$ cat src/rtl/flash_cmd_pkg.sv
package flash_cmd_pkg;

    localparam int KEY_ADDR_W = 11;
    localparam int CMD_W      = 8;

    typedef enum logic [2:0] {
        SEQ_IDLE,
        SEQ_KEY1,
        SEQ_KEY2,
        SEQ_PROG_ARM,
        SEQ_ERS_ARM,
        SEQ_ERS_KEY1,
        SEQ_ERS_KEY2
    } seq_state_e;

    typedef enum logic [2:0] {
        OP_NONE         = 3'd0,
        OP_PROGRAM      = 3'd1,
        OP_SECTOR_ERASE = 3'd2,
        OP_BLOCK_ERASE  = 3'd3,
        OP_CHIP_ERASE   = 3'd4,
        OP_SUSPEND      = 3'd5,
        OP_RESUME       = 3'd6
    } op_kind_e;

    typedef enum logic [1:0] {
        MODE_ARRAY = 2'd0,
        MODE_ID    = 2'd1,
        MODE_QUERY = 2'd2,
        MODE_SECID = 2'd3
    } rd_mode_e;

    localparam logic [KEY_ADDR_W-1:0] ADR_KEY_A       = 11'h555;
    localparam logic [KEY_ADDR_W-1:0] ADR_KEY_B       = 11'h2AA;
    localparam logic [KEY_ADDR_W-1:0] ADR_QUERY_SHORT = 11'h055;

    localparam logic [CMD_W-1:0] CMD_KEY_A       = 8'hAA;
    localparam logic [CMD_W-1:0] CMD_KEY_B       = 8'h55;
    localparam logic [CMD_W-1:0] CMD_PROGRAM     = 8'hA0;
    localparam logic [CMD_W-1:0] CMD_ERASE_SETUP = 8'h80;
    localparam logic [CMD_W-1:0] CMD_SECTOR      = 8'h50;
    localparam logic [CMD_W-1:0] CMD_BLOCK       = 8'h30;
    localparam logic [CMD_W-1:0] CMD_CHIP        = 8'h10;
    localparam logic [CMD_W-1:0] CMD_ENTER_ID    = 8'h90;
    localparam logic [CMD_W-1:0] CMD_ENTER_QUERY = 8'h98;
    localparam logic [CMD_W-1:0] CMD_ENTER_SECID = 8'h88;
    localparam logic [CMD_W-1:0] CMD_EXIT        = 8'hF0;
    localparam logic [CMD_W-1:0] CMD_SUSPEND     = 8'hB0;
    localparam logic [CMD_W-1:0] CMD_RESUME      = 8'h30;

endpackage

$ cat src/rtl/flash_key_match.sv
module flash_key_match
    import flash_cmd_pkg::*;
(
    input  logic [KEY_ADDR_W-1:0] addr_lo,
    input  logic [CMD_W-1:0]      cmd,
    output logic                  key_a,
    output logic                  key_b,
    output logic                  at_key_addr,
    output logic                  at_query_short
);

    // Only the low address bits and the low data byte take part
    always_comb begin
        at_key_addr    = (addr_lo == ADR_KEY_A);
        at_query_short = (addr_lo == ADR_QUERY_SHORT);
        key_a          = at_key_addr && (cmd == CMD_KEY_A);
        key_b          = (addr_lo == ADR_KEY_B) && (cmd == CMD_KEY_B);
    end

endmodule

$ cat src/rtl/flash_prot_region.sv
module flash_prot_region #(
    parameter int HI_W     = 8,
    parameter bit PROT_TOP = 1'b1
) (
    input  logic [HI_W-1:0] addr_hi,
    output logic            in_region
);

    generate
        if (PROT_TOP) begin : g_top
            assign in_region = &addr_hi;
        end else begin : g_bottom
            assign in_region = ~|addr_hi;
        end
    endgenerate

endmodule

$ cat src/rtl/flash_cmd_decoder.sv
module flash_cmd_decoder
    import flash_cmd_pkg::*;
#(
    parameter int ADDR_W     = 21,
    parameter int DATA_W     = 16,
    parameter int PROT_WORDS = 8192,
    parameter bit PROT_TOP   = 1'b1
) (
    input  logic              clk,
    input  logic              rst_n,
    input  logic              wr_valid,
    input  logic [ADDR_W-1:0] wr_addr,
    input  logic [DATA_W-1:0] wr_data,
    input  logic              wp_n,
    input  logic              busy,
    input  logic              busy_erase,
    input  logic              erase_held,
    output logic              op_valid,
    output logic [2:0]        op_code,
    output logic [ADDR_W-1:0] op_addr,
    output logic [DATA_W-1:0] op_data,
    output logic [1:0]        mode
);

    localparam int PROT_BITS = $clog2(PROT_WORDS);
    localparam int HI_W      = ADDR_W - PROT_BITS;

    seq_state_e state_q, state_d;
    rd_mode_e   mode_q, mode_d;
    op_kind_e   kind;
    logic       fire;

    logic [CMD_W-1:0] cmd;
    logic key_a, key_b, at_key_addr, at_query_short;
    logic wr_in_region, blocked, op_in_region;

    assign cmd = wr_data[CMD_W-1:0];

    flash_key_match u_match (
        .addr_lo        (wr_addr[KEY_ADDR_W-1:0]),
        .cmd            (cmd),
        .key_a          (key_a),
        .key_b          (key_b),
        .at_key_addr    (at_key_addr),
        .at_query_short (at_query_short)
    );

    flash_prot_region #(.HI_W(HI_W), .PROT_TOP(PROT_TOP)) u_wr_region (
        .addr_hi   (wr_addr[ADDR_W-1:PROT_BITS]),
        .in_region (wr_in_region)
    );

    assign blocked = !wp_n && wr_in_region;

    // Next-state and decode
    always_comb begin
        state_d = state_q;
        mode_d  = mode_q;
        fire    = 1'b0;
        kind    = OP_NONE;
        if (wr_valid) begin
            if (busy) begin
                if (busy_erase && cmd == CMD_SUSPEND) begin
                    fire = 1'b1;
                    kind = OP_SUSPEND;
                end
            end else begin
                unique case (state_q)
                    SEQ_IDLE: begin
                        if (key_a) begin
                            state_d = SEQ_KEY1;
                        end else if (cmd == CMD_EXIT) begin
                            mode_d = MODE_ARRAY;
                        end else if (at_query_short && cmd == CMD_ENTER_QUERY) begin
                            mode_d = MODE_QUERY;
                        end else if (erase_held && cmd == CMD_RESUME) begin
                            fire = 1'b1;
                            kind = OP_RESUME;
                        end
                    end
                    SEQ_KEY1: begin
                        if (key_b) begin
                            state_d = SEQ_KEY2;
                        end else begin
                            state_d = SEQ_IDLE;
                            mode_d  = MODE_ARRAY;
                        end
                    end
                    SEQ_KEY2: begin
                        state_d = SEQ_IDLE;
                        if (!at_key_addr) begin
                            mode_d = MODE_ARRAY;
                        end else begin
                            case (cmd)
                                CMD_PROGRAM:     state_d = SEQ_PROG_ARM;
                                CMD_ERASE_SETUP: state_d = SEQ_ERS_ARM;
                                CMD_ENTER_ID:    mode_d  = MODE_ID;
                                CMD_ENTER_QUERY: mode_d  = MODE_QUERY;
                                CMD_ENTER_SECID: mode_d  = MODE_SECID;
                                default:         mode_d  = MODE_ARRAY;
                            endcase
                        end
                    end
                    SEQ_PROG_ARM: begin
                        state_d = SEQ_IDLE;
                        if (!blocked) begin
                            fire = 1'b1;
                            kind = OP_PROGRAM;
                        end
                    end
                    SEQ_ERS_ARM: begin
                        if (key_a) begin
                            state_d = SEQ_ERS_KEY1;
                        end else begin
                            state_d = SEQ_IDLE;
                            mode_d  = MODE_ARRAY;
                        end
                    end
                    SEQ_ERS_KEY1: begin
                        if (key_b) begin
                            state_d = SEQ_ERS_KEY2;
                        end else begin
                            state_d = SEQ_IDLE;
                            mode_d  = MODE_ARRAY;
                        end
                    end
                    SEQ_ERS_KEY2: begin
                        state_d = SEQ_IDLE;
                        if (cmd == CMD_SECTOR) begin
                            fire = !blocked;
                            kind = OP_SECTOR_ERASE;
                        end else if (cmd == CMD_BLOCK) begin
                            fire = !blocked;
                            kind = OP_BLOCK_ERASE;
                        end else if (cmd == CMD_CHIP && at_key_addr) begin
                            fire = wp_n;
                            kind = OP_CHIP_ERASE;
                        end else begin
                            mode_d = MODE_ARRAY;
                        end
                    end
                    default: state_d = SEQ_IDLE;
                endcase
            end
        end
    end

    // State register
    always_ff @(posedge clk) begin
        if (!rst_n) begin
            state_q <= SEQ_IDLE;
            mode_q  <= MODE_ARRAY;
        end else begin
            state_q <= state_d;
            mode_q  <= mode_d;
        end
    end

    // Outputs
    always_ff @(posedge clk) begin
        if (!rst_n) begin
            op_valid <= 1'b0;
            op_code  <= OP_NONE;
            op_addr  <= '0;
            op_data  <= '0;
        end else begin
            op_valid <= fire;
            if (fire) begin
                op_code <= kind;
                op_addr <= wr_addr;
                op_data <= wr_data;
            end
        end
    end

    assign mode = mode_q;

    // Region check of the issued address, for the protection assertion
    flash_prot_region #(.HI_W(HI_W), .PROT_TOP(PROT_TOP)) u_op_region (
        .addr_hi   (op_addr[ADDR_W-1:PROT_BITS]),
        .in_region (op_in_region)
    );

    assert_op_after_write_R2: assert property (@(posedge clk) disable iff (!rst_n)
        op_valid |-> $past(wr_valid));

    assert_op_code_known_R2: assert property (@(posedge clk) disable iff (!rst_n)
        op_valid |-> (op_code != OP_NONE && op_code <= OP_RESUME));

    assert_busy_ignored_R8: assert property (@(posedge clk) disable iff (!rst_n)
        (busy && wr_valid && !(busy_erase && wr_data[CMD_W-1:0] == CMD_SUSPEND))
        |=> (!op_valid && $stable(mode)));

    assert_suspend_busy_R8: assert property (@(posedge clk) disable iff (!rst_n)
        (op_valid && op_code == OP_SUSPEND) |-> $past(busy && busy_erase));

    assert_prot_drop_R9: assert property (@(posedge clk) disable iff (!rst_n)
        (op_valid && !$past(wp_n) &&
         (op_code == OP_PROGRAM || op_code == OP_SECTOR_ERASE || op_code == OP_BLOCK_ERASE))
        |-> !op_in_region);

    assert_chip_wp_R9: assert property (@(posedge clk) disable iff (!rst_n)
        (op_valid && op_code == OP_CHIP_ERASE) |-> $past(wp_n));

endmodule

$ cat config.mk
export PLATFORM = sky130hd
export DESIGN_NAME = flash_cmd_decoder
export DESIGN_NICKNAME = d
export VERILOG_FILES = /design/src/rtl/flash_cmd_pkg.sv /design/src/rtl/flash_key_match.sv /design/src/rtl/flash_prot_region.sv /design/src/rtl/flash_cmd_decoder.sv
export SDC_FILE = /design/constraint.sdc
export NUM_CORES = 1
export LEC_CHECK = 0
export ABC_AREA = 1
export BUFFER_PORTS_ARGS = -buffer_cell sky130_fd_sc_hd__buf_2
export CAP_MARGIN = 20
export CORE_ASPECT_RATIO = 0.7
export CORE_UTILIZATION = 45
export CTS_BUF_LIST = sky130_fd_sc_hd__clkbuf_8
export DETAILED_ROUTE_END_ITERATION = 12
export PLACE_DENSITY_LB_ADDON = 0.2
export SYNTH_ARGS = -nofsm -noshare
export SYNTH_HDL_FRONTEND = slang
export SYNTH_SLANG_ARGS = --single-unit
$ cat constraint.sdc
create_clock -name clk -period 2 [get_ports clk]
set_clock_uncertainty 0.1 [all_clocks]
set_input_delay 0.3 -clock clk [delete_from_list [all_inputs] [get_ports clk]]
set_output_delay 0.3 -clock clk [all_outputs]
set_load 0.02 [all_outputs]
=== Word level (Yosys, flattened, before mapping) ===
Cells that the tools add are included.

* Equality and inequality tests: 30
* Multiplexer cells: 42
* Bitwise operators: 1
* Reduce and logical (&&, ||, !) cells: 16

{| class="wikitable"
|+ Operator list
! operator !! number
|-
| 8-bit equality test, second input constant || 8
|-
| 3-bit two-way mux || 14
|-
| 2-bit two-way mux || 10
|-
| 8-bit by 7-bit equality test with 1-bit output, second input constant || 2
|-
| 3-bit case mux with 5 select lines || 1
|-
| 2-bit inequality test, second input constant || 7
|-
| 1-bit two-way mux || 12
|-
| 11-bit by 10-bit equality test with 1-bit output, second input constant || 1
|-
| 11-bit equality test, second input constant || 1
|-
| 11-bit by 7-bit equality test with 1-bit output, second input constant || 1
|-
| 11-bit AND reduction || 1
|-
| 2-bit case mux with 5 select lines || 1
|-
| 3-bit equality test, second input constant || 3
|-
| 3-bit case mux with 3 select lines || 1
|-
| 8-bit by 5-bit equality test with 1-bit output, second input constant || 1
|-
| 8-bit by 6-bit equality test with 1-bit output, second input constant || 1
|-
| 2-bit case mux with 4 select lines || 1
|-
| 8-bit AND reduction || 1
|-
| 1-bit logical AND || 7
|-
| 3-bit by 2-bit equality test with 1-bit output, second input constant || 2
|-
| 3-bit inequality test, second input constant || 2
|-
| 3-bit case mux with 2 select lines || 1
|-
| 5-bit nonzero test || 1
|-
| 2-bit OR reduction || 2
|-
| 6 further kinds || 7
|}

* Flip-flop bits (word level): 46
* Output and inout port bits: 43

=== Depth between registers and ports, before layout ===
Gate-level depths: netlist of run 1.

* Word-level depth: 9
* Gate-level depth with buffers: 15
* Depth with buffers taken out: 14

=== By module ===
A second synthesis of run 1 with hierarchy kept.

* Cell total of the unflattened synthesis: 430
* Area total of the unflattened synthesis: 2,655.0 um^2

{| class="wikitable"
|+ By module, submodules not included
! module !! instances !! cells an instance !! area an instance (um^2)
|-
| flash_cmd_decoder || 1 || 371 || 2,398.6
|-
| flash_key_match || 1 || 48 || 215.2
|-
| flash_prot_region || 1 || 11 || 41.3
|}

=== Worst setup path after synthesis of run 1 ===
No wires, ideal clock.

* Path type: input-to-reg
* Start: input wr_data[1]
* End: register op_addr[19]
* Library setup time: 113 ps
* Data arrival time: 1,490 ps
* Path slack: 296 ps
* Cell stages on the path: 12
* Buffers on the path: 2
* Cell sequence: nor2_2 nand2_2 nor2_1 nor2_1 nand3_2 nand2_1 nor2_2 nand2_4 buf_6 buf_6 a21oi_2 nor2_1

* Longest elaborated chain between the ends: 9
* Elaborated cells on any way between the ends: 23
* Those cells by class: 7 x eq/ne; 11 x mux; 5 x reduce/logical

{| class="wikitable"
|+ RTL lines
! what !! RTL line !! text
|-
| start, declared || flash_cmd_decoder.sv:13 || <nowiki>input logic [DATA_W-1:0] wr_data,</nowiki>
|-
| 8-bit by 6-bit equality test with 1-bit output || flash_cmd_decoder.sv:76, flash_cmd_decoder.sv:132 ||
|-
| 1-bit logical AND || flash_cmd_decoder.sv:76 || <nowiki>end else if (erase_held && cmd == CMD_RESUME) begin</nowiki>
|-
| 1-bit two-way mux || flash_cmd_decoder.sv:76 ||
|-
| 1-bit two-way mux || flash_cmd_decoder.sv:74 || <nowiki>end else if (at_query_short && cmd == CMD_ENTER_QUERY) begin</nowiki>
|-
| 1-bit two-way mux || flash_cmd_decoder.sv:72 || <nowiki>end else if (cmd == CMD_EXIT) begin</nowiki>
|-
| 1-bit two-way mux || flash_cmd_decoder.sv:70 || <nowiki>if (key_a) begin</nowiki>
|-
| 1-bit case mux with 3 select lines || flash_cmd_decoder.sv:68 || <nowiki>unique case (state_q)</nowiki>
|-
| 1-bit two-way mux (*) || flash_cmd_decoder.sv:62 || <nowiki>if (busy) begin</nowiki>
|-
| 1-bit two-way mux (*) || flash_cmd_decoder.sv:61 || <nowiki>if (wr_valid) begin</nowiki>
|-
| end signal, assigned || flash_cmd_decoder.sv:170 || <nowiki>op_addr <= wr_addr;</nowiki>
|-
| end, declared || flash_cmd_decoder.sv:20 || <nowiki>output logic [ADDR_W-1:0] op_addr,</nowiki>
|}

Every way passes the cells marked *; elsewhere a longest branch is shown, timed or not.
A chain may end at the register's enable or synchronous reset.

=== Worst setup path in the final report of run 1 ===
* Start: register state_q[1]
* End: register op_addr[1]

* Longest elaborated chain between the ends: 4
* Elaborated cells on any way between the ends: 6
* Those cells by class: 2 x eq/ne; 3 x mux; 1 x reduce/logical

{| class="wikitable"
|+ RTL lines
! what !! RTL line !! text
|-
| start, declared || flash_cmd_decoder.sv:28 || <nowiki>seq_state_e state_q, state_d;</nowiki>
|-
| start signal, assigned || flash_cmd_decoder.sv:154 || <nowiki>state_q <= state_d;</nowiki>
|-
| 3-bit equality test, or another cell as far along || flash_cmd_decoder.sv:68 ||
|-
| 1-bit case mux with 3 select lines (*) || flash_cmd_decoder.sv:68 ||
|-
| 1-bit two-way mux (*) || flash_cmd_decoder.sv:62 ||
|-
| 1-bit two-way mux (*) || flash_cmd_decoder.sv:61 ||
|}

Marked as above.

==> impl_metrics.yaml, run 1 <==
route:
  drt_pass1_iterations: 5
  vias: 2936
  drc: 0
  viasPerCell: 5.14
  postRouteAntennaNets: 0
  wl_per_cell_um: 12.7
  drtIter0Drc: 182
  wirelength_um: 7260
clocking:
  clock_sinks: 46
  path_clk_slew_ns: 0.09
  htreeDepth: 2
  cts_hold_buf: 0
  cts_setup_buffers: 0
  ctsResizeCount: 0
  cts_root_buf: "clkbuf_8"
  clk-insertion-delay-late_ns: 0.29
  clockBufferDepth: 2
  numCtsBuffers: 5
  tritoncts: "done"
critical_path:
  r2r_cells: 11
  worst-path-buf-inv: 1
  crit_arrival_ns: 1.92
  crit_chain: "nor2_1 > nand2_1 > nor2_1 > nand3_2 > nand2_1 > nor2_2 > nand2_4 > buf_12 > nand3_1 > nand2_1 > nor2_1"
  critPathMaxFanout: 41
  cpPeakStageDelay_ns: 0.35
  endpoint_kind: "register"
  start_kind: "register"
  crit_slowest_cell: "dfxtp_2"
  cpLargestDelayFamily: "simple AND/OR/NAND/NOR gates"
  crit_type: "reg2reg"
  crit_required_ns: 2.09
  worst-path-stages: 11
sta:
  hold_viol: 0
  rsz0062_at_grt: "no"
  period_needed_ns: 1.82
  fin_crit_sh_pct: 91.2
  tns_ns: 0
  tightest_slew_ns: 0.487
  finalSetupViolCount: 0
  maxClockFrequency_mhz: 549
  maxSlewHeadroom_pct: 67.5
  report.final.slew_viol_count: 0
global_routing:
  grt_overflow_total: 0
  antenna_found_initial: 0
  grt_max_degree: 44
  grt_pass1_wl_um: 11500
  grt_pass1_vias: 2502
  grt_usage_pct: 23.8
synth:
  yosys.area.top_type: "dfxtp_1"
  synthTopCellsByCount: "86 x nor2_1, 85 x nand2_1, 46 x dfxtp_1"
  yosysTopAreaCellShare_pct: 34.8
  post-synth-top-count-cell: "nor2_1"
  async_flop_share_pct: 0
  synth_edf_count: 0
  yosys_warnings: 0
  synth_cell_type_count: 24
  synth.avg_cell_area_sq_um: 6.40
  ys_dominant_reg_cell: "dfxtp_1"
  syn-num-nets: 457
  ys_top_cells_by_area: "dfxtp_1 35%, nor2_1 12%, nand2_1 12%"
  netlist_area_sq_mm: 0.00264
  synthCells: 413
  ys_seq_area_share_pct: 34.8
  synth_seq_cells: 46
floorplanning:
  ios: 87
  die_h_um: 66.1
  rows: 22
  core_sq_mm: 0.00545
  die_width_um: 93.6
  start_util_pct: 48.5
  die-area_sq_mm: 0.00619
placed_design:
  place_congestion: 0.944
  dp_hpwl_um: 5380
  port_buffers: 86
pwr:
  power_density_mw_per_mm2: 631
  peakVddDrop_mv: 0.311
  leakage_nw: 1.62
  power.total_mw: 2.09
cells_and_area:
  nFillCells: 542
  nets: 542
  diodes: 0
  syn2layout_area_growth_pct: 25.5
  drive_gt1_share_pct: 28.1
min_path:
  hold_depth: 4
  hold_class: "in2reg"
flow_run:
  cap_violations: 0
status:
  outcome: "complete, no violations"
==> layer usage <==
metal  track usage, %  up-vias  part of all wire, %
li1                 -     1505                    -
met1             33.6     1311                   48
met2             37.4      118                   42
met3             5.75        2                  9.0
met4             3.46        0                 0.14
met5                0        -                    0
==> sequential cells by signal, summed over array words and instances (netlist names) <==
signal and count:
op_code 3, op_data 16, mode 2, state_q 3, op_addr 21, op_valid 1
==> per-stage QoR <==
| step | cells | utilization, % | instance area, sq um | setup slack, ns | hold slack [ns] |
|---|---|---|---|---|---|
| after detailed placement | 563 | 58.7 | 3200 | 0.0334 | 0.363 |
| after global placement | 563 | 58.7 | 3200 | 0.0730 | 0.354 |
| after CTS | 571 | 60.8 | 3310 | 0.163 | 0.199 |
| after global routing | 571 | 60.9 | 3320 | 0.0119 | 0.197 |
| after floorplan | 413 | - | 2640 | 0.296 | 0.375 |
| final | 571 | 60.9 | 3320 | 0.177 | 0.205 |
==> layout make-up <==
cell class	count	area, sq um	share of cell area, %
repair buffers	99	569	17.2
flip-flops and latches	46	922	27.8
inverters	37	139	4.19
multi-input cells	309	1490	44.8
clock buffers	5	68.8	2.07
clock inverters	3	43.8	1.32
well taps	72	90.1	2.71
==> worst reg2reg max path: cells and delay by family, from the launching register on <==
| family | cells | cell delay [ns] |
|---|---|---|
| and+or+nand+nor | 10 | 1.06 |
| buffers and inverters | 1 | 0.21 |
| DFF | 1 | 0.35 |
==> cell families (layout without fill, tap and decap cells) <==
family	count (synthesis)	count (layout)	synth area share (%)
buf+inv	58	144	9.28
flops	46	46	34.8
simple gates	259	259	44.8
compound gates	50	50	11.1
==> where the power goes <==
part	total (mW)	internal, mW	switching [mW]
sequential	0.980	0.958	0.0220
clock	0.705	0.375	0.330
combinational	0.410	0.154	0.256
total	2.09	1.49	0.608
==> worst paths after layout <==
| check | from | endpoint | slack (ns) |
|---|---|---|---|
| worst max-delay path | state_q[1]$_SDFFE_PN0P_ | op_addr[1]$_SDFFE_PN0P_ | 0.18 |
| worst min-delay path | wr_data[9] | op_data[9]$_SDFFE_PN0P_ | 0.21 |
| worst max register to register | state_q[1]$_SDFFE_PN0P_ | op_addr[1]$_SDFFE_PN0P_ | 0.18 |
| worst min register to register | op_addr[9]$_SDFFE_PN0P_ | op_addr[9]$_SDFFE_PN0P_ | 0.38 |
==> layout by cell type (no fill, tap or decap) <==
cell type  instances
buf_4              9
dfxtp_1           45
a21oi_2           10
nand3_1           38
clkbuf_8           5
o21ai_0            2
buf_12             3
buf_6              1
inv_1             27
nand2_4            1
or2_2              1
a21oi_1           36
clkinv_2           1
dfxtp_2            1
nand2_1           85
nor2_1            86
nand3_2            1
bufinv_16          1
o31ai_1            1
inv_2             10
nand4_1           13
buf_2             86
nor2_2             5
nor2_4             2
nand3b_1          21
nor3_1             5
o21ai_4            1
nand2_2            1
inv_6              1
No activity file was read; power rests on OpenSTA's default activity.
==> run 2: changes to the inputs <==
--- a/config.mk
+++ b/config.mk
@@ -9,7 +9,7 @@
 export BUFFER_PORTS_ARGS = -buffer_cell sky130_fd_sc_hd__buf_2
 export CAP_MARGIN = 20
 export CORE_ASPECT_RATIO = 0.7
-export CORE_UTILIZATION = 45
+export CORE_UTILIZATION = 30
 export CTS_BUF_LIST = sky130_fd_sc_hd__clkbuf_8
 export DETAILED_ROUTE_END_ITERATION = 12
 export PLACE_DENSITY_LB_ADDON = 0.2
==> impl_metrics.yaml, run 2 (synthesis gave the netlist of run 1 again) <==
cells_and_area:
  nFillCells: 923
  fin_util_pct: 41.0
  drive_gt1_share_pct: 29.9
  largestRegisters: "op_addr (21), op_data (16)"
  instances_no_fill: 632
  max_flop_register: "op_addr"
  diodes: 0
  final_cell_mix: "86 x nor2_1, 86 x buf_2, 85 x nand2_1, 45 x dfxtp_1, 38 x nand3_1"
  nets: 556
  syn2layout_area_growth_pct: 32.1
  largest_register_ff_count: 21
placed_design:
  port_buffers: 86
  dp.cells: 625
  dp_hpwl_um: 6110
  place_congestion: 0.971
route:
  wl_per_cell_um: 12.5
  postRouteAntennaNets: 0
  drc: 0
  drt_pass1_iterations: 4
  vias: 2964
  viasPerCell: 4.69
  drtIter0Drc: 176
  wirelength_um: 7920
floorplanning:
  core_sq_mm: 0.00851
  rows: 28
  die-area_sq_mm: 0.00920
  die_h_um: 80.5
  start_util_pct: 31.1
  die_width_um: 114
  ios: 87
sta:
  report.final.slew_viol_count: 0
  fin_crit_sh_pct: 90.5
  tightest_slew_ns: 0.321
  hold_viol: 0
  period_needed_ns: 1.81
  maxSlewHeadroom_pct: 78.6
  tns_ns: 0
  maxClockFrequency_mhz: 552
  finalSetupViolCount: 0
  rsz0062_at_grt: "no"
pwr:
  leakage_nw: 1.69
  peakVddDrop_mv: 0.250
  power.total_mw: 2.12
  power_density_mw_per_mm2: 608
clocking:
  cts_hold_buf: 0
  htreeDepth: 2
  clk-insertion-delay-late_ns: 0.30
  ctsResizeCount: 0
  cts_setup_buffers: 0
  tritoncts: "done"
  clock_sinks: 46
  cts_root_buf: "clkbuf_8"
  clockBufferDepth: 2
  path_clk_slew_ns: 0.09
  numCtsBuffers: 5
critical_path:
  crit_arrival_ns: 1.91
  crit_required_ns: 2.10
  crit_type: "reg2reg"
  critPathMaxFanout: 25
  start_kind: "register"
  endpoint_kind: "register"
global_routing:
  grt_overflow_total: 0
  grt_usage_pct: 17.2
  grt_max_degree: 54
  grt_pass1_wl_um: 12300
  grt_pass1_vias: 2481
  antenna_found_initial: 0
min_path:
  hold_class: "in2reg"
flow_run:
  cap_violations: 0
status:
  outcome: "complete, no violations"
[run 2: cell types whose count changed in the layout (fill, tap and decap cells not counted)]
cell | previous run | this run
buf_4 | 9 | 23
buf_12 | 3 | 4
buf_6 | 1 | 0
clkbuf_8 | 5 | 6
clkinv_2 | 1 | 0
inv_6 | 1 | 0
[run 2: power by group]
group | internal (mW) | leakage [nW] | total (mW) | switching, mW
registers | 0.958 | 0.376 | 0.981 | 0.0234
logic | 0.163 | 1.26 | 0.423 | 0.259
clock network | 0.400 | 0.0573 | 0.720 | 0.319
total | 1.52 | 1.69 | 2.12 | 0.602
[run 2: area by class of cell]
cell class	instances	area, sq um	area share [%]
clock buffer	6	82.6	2.36
clock inverter	1	30.0	0.860
inverter	37	139	3.98
multi-input combinational	309	1490	42.5
sequential	46	922	26.4
tap	120	150	4.30
timing repair buffer	113	683	19.6
[run 2: path summary, 6_finish.rpt]
path,startpoint,endpoint,slack [ns],depth (start not counted)
setup / recovery,state_q[0]$_SDFFE_PN0P_,op_addr[19]$_SDFFE_PN0P_,0.19,13
hold / removal,wr_data[8],op_data[8]$_SDFFE_PN0P_,0.20,4
setup reg to reg,state_q[0]$_SDFFE_PN0P_,op_addr[19]$_SDFFE_PN0P_,0.19,13
hold reg to reg,op_addr[17]$_SDFFE_PN0P_,op_addr[17]$_SDFFE_PN0P_,0.38,2
[run 2: metal layers]
layer	vias to the layer above	share of wire [%]	global-route usage [%]
met5	-	0	0
met4	0	0.30	2.73
met3	2	7.1	4.45
met2	102	38	24.1
met1	1328	54	26.0
li1	1532	-	-
[run 2: worst max-delay path, cell delays in order, from the launching register on]
cell      delay, ns
dfxtp_1        0.34
inv_1          0.08
nand2_1        0.07
nor2_1         0.17
nand2_1        0.07
nor2_1         0.11
nand3_1        0.09
nand2_1        0.10
nor2_2         0.06
nand2_4        0.12
buf_12         0.18
nand3b_1       0.10
nand2_1        0.08
nor2_1         0.04
[run 2: stage by stage]
step	cell area (sq um)	setup WS (ns)	hold slack (ns)
finish	3490	0.190	0.196
global route	3490	0.00867	0.213
CTS	3490	0.170	0.186
detailed placement	3380	-0.0299	0.366
global placement	3380	-0.0544	0.356
floorplan	2640	0.296	0.375
==> run 3: changes to the inputs <==
--- a/config.mk
+++ b/config.mk
@@ -9,7 +9,7 @@
 export BUFFER_PORTS_ARGS = -buffer_cell sky130_fd_sc_hd__buf_2
 export CAP_MARGIN = 20
 export CORE_ASPECT_RATIO = 0.7
-export CORE_UTILIZATION = 30
+export CORE_UTILIZATION = 52
 export CTS_BUF_LIST = sky130_fd_sc_hd__clkbuf_8
 export DETAILED_ROUTE_END_ITERATION = 12
 export PLACE_DENSITY_LB_ADDON = 0.2
==> impl_metrics.yaml, run 3 (synthesis gave the netlist of run 1 again) <==
sta:
  tightest_slew_ns: 0.442
  maxSlewHeadroom_pct: 70.3
  fin_crit_sh_pct: 92.4
  hold_viol: 0
  rsz0062_at_grt: "no"
  period_needed_ns: 1.85
  report.final.slew_viol_count: 0
  finalSetupViolCount: 0
  maxClockFrequency_mhz: 541
cells_and_area:
  largestRegisters: "op_addr (21), op_data (16)"
  largest_register_ff_count: 21
  drive_gt1_share_pct: 29.1
  max_flop_register: "op_addr"
  finalInstanceArea_sq_mm: 0.00335
  nFillCells: 463
  final_cell_mix: "86 x buf_2, 84 x nor2_1, 84 x nand2_1, 45 x dfxtp_1, 38 x nand3_1"
  nets: 545
  syn2layout_area_growth_pct: 26.5
  diodes: 0
  final_common_cell: "buf_2"
pwr:
  seq_power_share_pct: 48.9
  p_comb_share_pct: 21.0
  leakage_nw: 1.63
  sw_frac_of_total_pct: 31.7
  power.total_mw: 2.00
  intPower_mw: 1.37
  power_density_mw_per_mm2: 599
  p_switching_mw: 0.634
  peakVddDrop_mv: 0.478
  p_clk_share_pct: 30.1
critical_path:
  r2r_end: "op_addr[5]$_SDFFE_PN0P_"
  worstSetupStartpoint: "state_q[0]$_SDFFE_PN0P_"
  crit_arrival_ns: 1.96
  cpPeakStageDelay_ns: 0.40
  crit_end: "op_addr[5]$_SDFFE_PN0P_"
  endpoint_kind: "register"
  start_kind: "register"
  crit_chain: "inv_1 > nand2_1 > nor2_1 > buf_4 > nand3_1 > nand2_1 > nor2_2 > nand2_4 > clkbuf_16 > a21oi_1 > nor2_1"
  crit_slowest_cell: "dfxtp_1"
  crit_type: "reg2reg"
  r2r_cells: 11
  critPathMaxFanout: 24
  reg2reg_setup_slack_ns: 0.15
  crit_required_ns: 2.11
  r2r_start: "state_q[0]$_SDFFE_PN0P_"
placed_design:
  place_congestion: 0.931
  port_buffers: 86
  placed_area_sq_mm: 0.00321
  dp_hpwl_um: 5560
global_routing:
  grt_max_degree: 49
  grt_overflow_total: 0
  grt_usage_pct: 27.4
  grt_pass1_vias: 2468
  antenna_found_initial: 0
  grt_pass1_wl_um: 11200
floorplanning:
  die_width_um: 87.2
  start_util_pct: 54.7
  core_sq_mm: 0.00483
  die-area_sq_mm: 0.00538
  ios: 87
  rows: 21
  die_h_um: 61.7
route:
  wirelength_um: 7480
  drt_pass1_iterations: 7
  postRouteAntennaNets: 0
  vias: 2983
  wl_per_cell_um: 13.1
  drtIter0Drc: 175
  viasPerCell: 5.22
  drc: 0
clocking:
  clockBufferDepth: 2
  clock_sinks: 46
  path_clk_slew_ns: 0.10
  tritoncts: "done"
  htreeDepth: 2
  numCtsBuffers: 5
  cts_setup_buffers: 0
  cts_root_buf: "clkbuf_8"
  clk-insertion-delay-late_ns: 0.31
min_path:
  hold_class: "in2reg"
  min_from: "wr_data[8]"
flow_run:
  cap_violations: 0
status:
  outcome: "complete, no violations"
==> run 3: worst max-delay path: cells and delay by family (launching register included) <==
kind,cells,cell delay (ns)
buffers and inverters,3,0.42
flip-flops,1,0.40
AO/OA/AOI/OAI,1,0.16
AND/OR/NAND/NOR,7,0.67
==> run 3: per-stage QoR <==
| step | utilization (%) | setup WS [ns] | std cells | hold WS (ns) | TNS (ns) |
|---|---|---|---|---|---|
| floorplan | - | 0.296 | 413 | 0.375 | 0 |
| global placement | 66.4 | 0.0388 | 562 | 0.356 | 0 |
| detailed placement | 66.4 | -0.0278 | 562 | 0.364 | -0.0687 |
| CTS | 68.3 | 0.0854 | 570 | 0.190 | 0 |
| global route | 69.2 | 0.00777 | 571 | 0.198 | 0 |
| finish | 69.2 | 0.151 | 571 | 0.193 | 0 |
==> run 3: layout make-up <==
class,count,area (sq um),share of cell area (%)
multi-input combinational,309,1490,44.6
timing repair buffer,102,613,18.3
clock buffer,5,68.8,2.06
sequential,46,922,27.6
tap,69,86.3,2.58
clock inverter,3,23.8,0.711
inverter,37,139,4.15
==> run 3: what timing repair did <==
action                                  in CTS  in global routing
gates resized for setup                      0                  6
hold buffers                                 0                  0
endpoints found under the setup margin       0                 38
==> run 3: worst min path at each step <==
stage	end	slack [ns]	depth (start not counted)
after global routing	op_data[8]$_SDFFE_PN0P_	0.20	4
after floorplan	state_q[0]$_SDFFE_PN0P_	0.38	2
after global placement	op_addr[1]$_SDFFE_PN0P_	0.36	2
after CTS	op_data[8]$_SDFFE_PN0P_	0.19	4
final	op_data[8]$_SDFFE_PN0P_	0.19	4
after detailed placement	op_data[14]$_SDFFE_PN0P_	0.36	2
==> run 3: power by group through the flow <==
stage | clock network (mW) | logic (mW) | registers [mW]
detailed placement | 0 | 0.410 | 1.00
floorplan | 0 | 0.201 | 1.05
finish | 0.603 | 0.421 | 0.981
global route | 0.641 | 0.464 | 0.985
global placement | 0 | 0.399 | 1.00
CTS | 0.609 | 0.411 | 0.980
==> run 3: per-layer routing <==
| layer | vias to the layer above | wire length (um) | global-route usage [%] | part of all wire (%) |
|---|---|---|---|---|
| li1 | 1510 | - | - | - |
| met5 | - | 0 | 0 | 0 |
| met1 | 1357 | 3420 | 36.9 | 46 |
| met3 | 7 | 525 | 5.76 | 7.0 |
| met4 | 0 | 67 | 6.56 | 0.90 |
| met2 | 109 | 3460 | 46.0 | 46 |
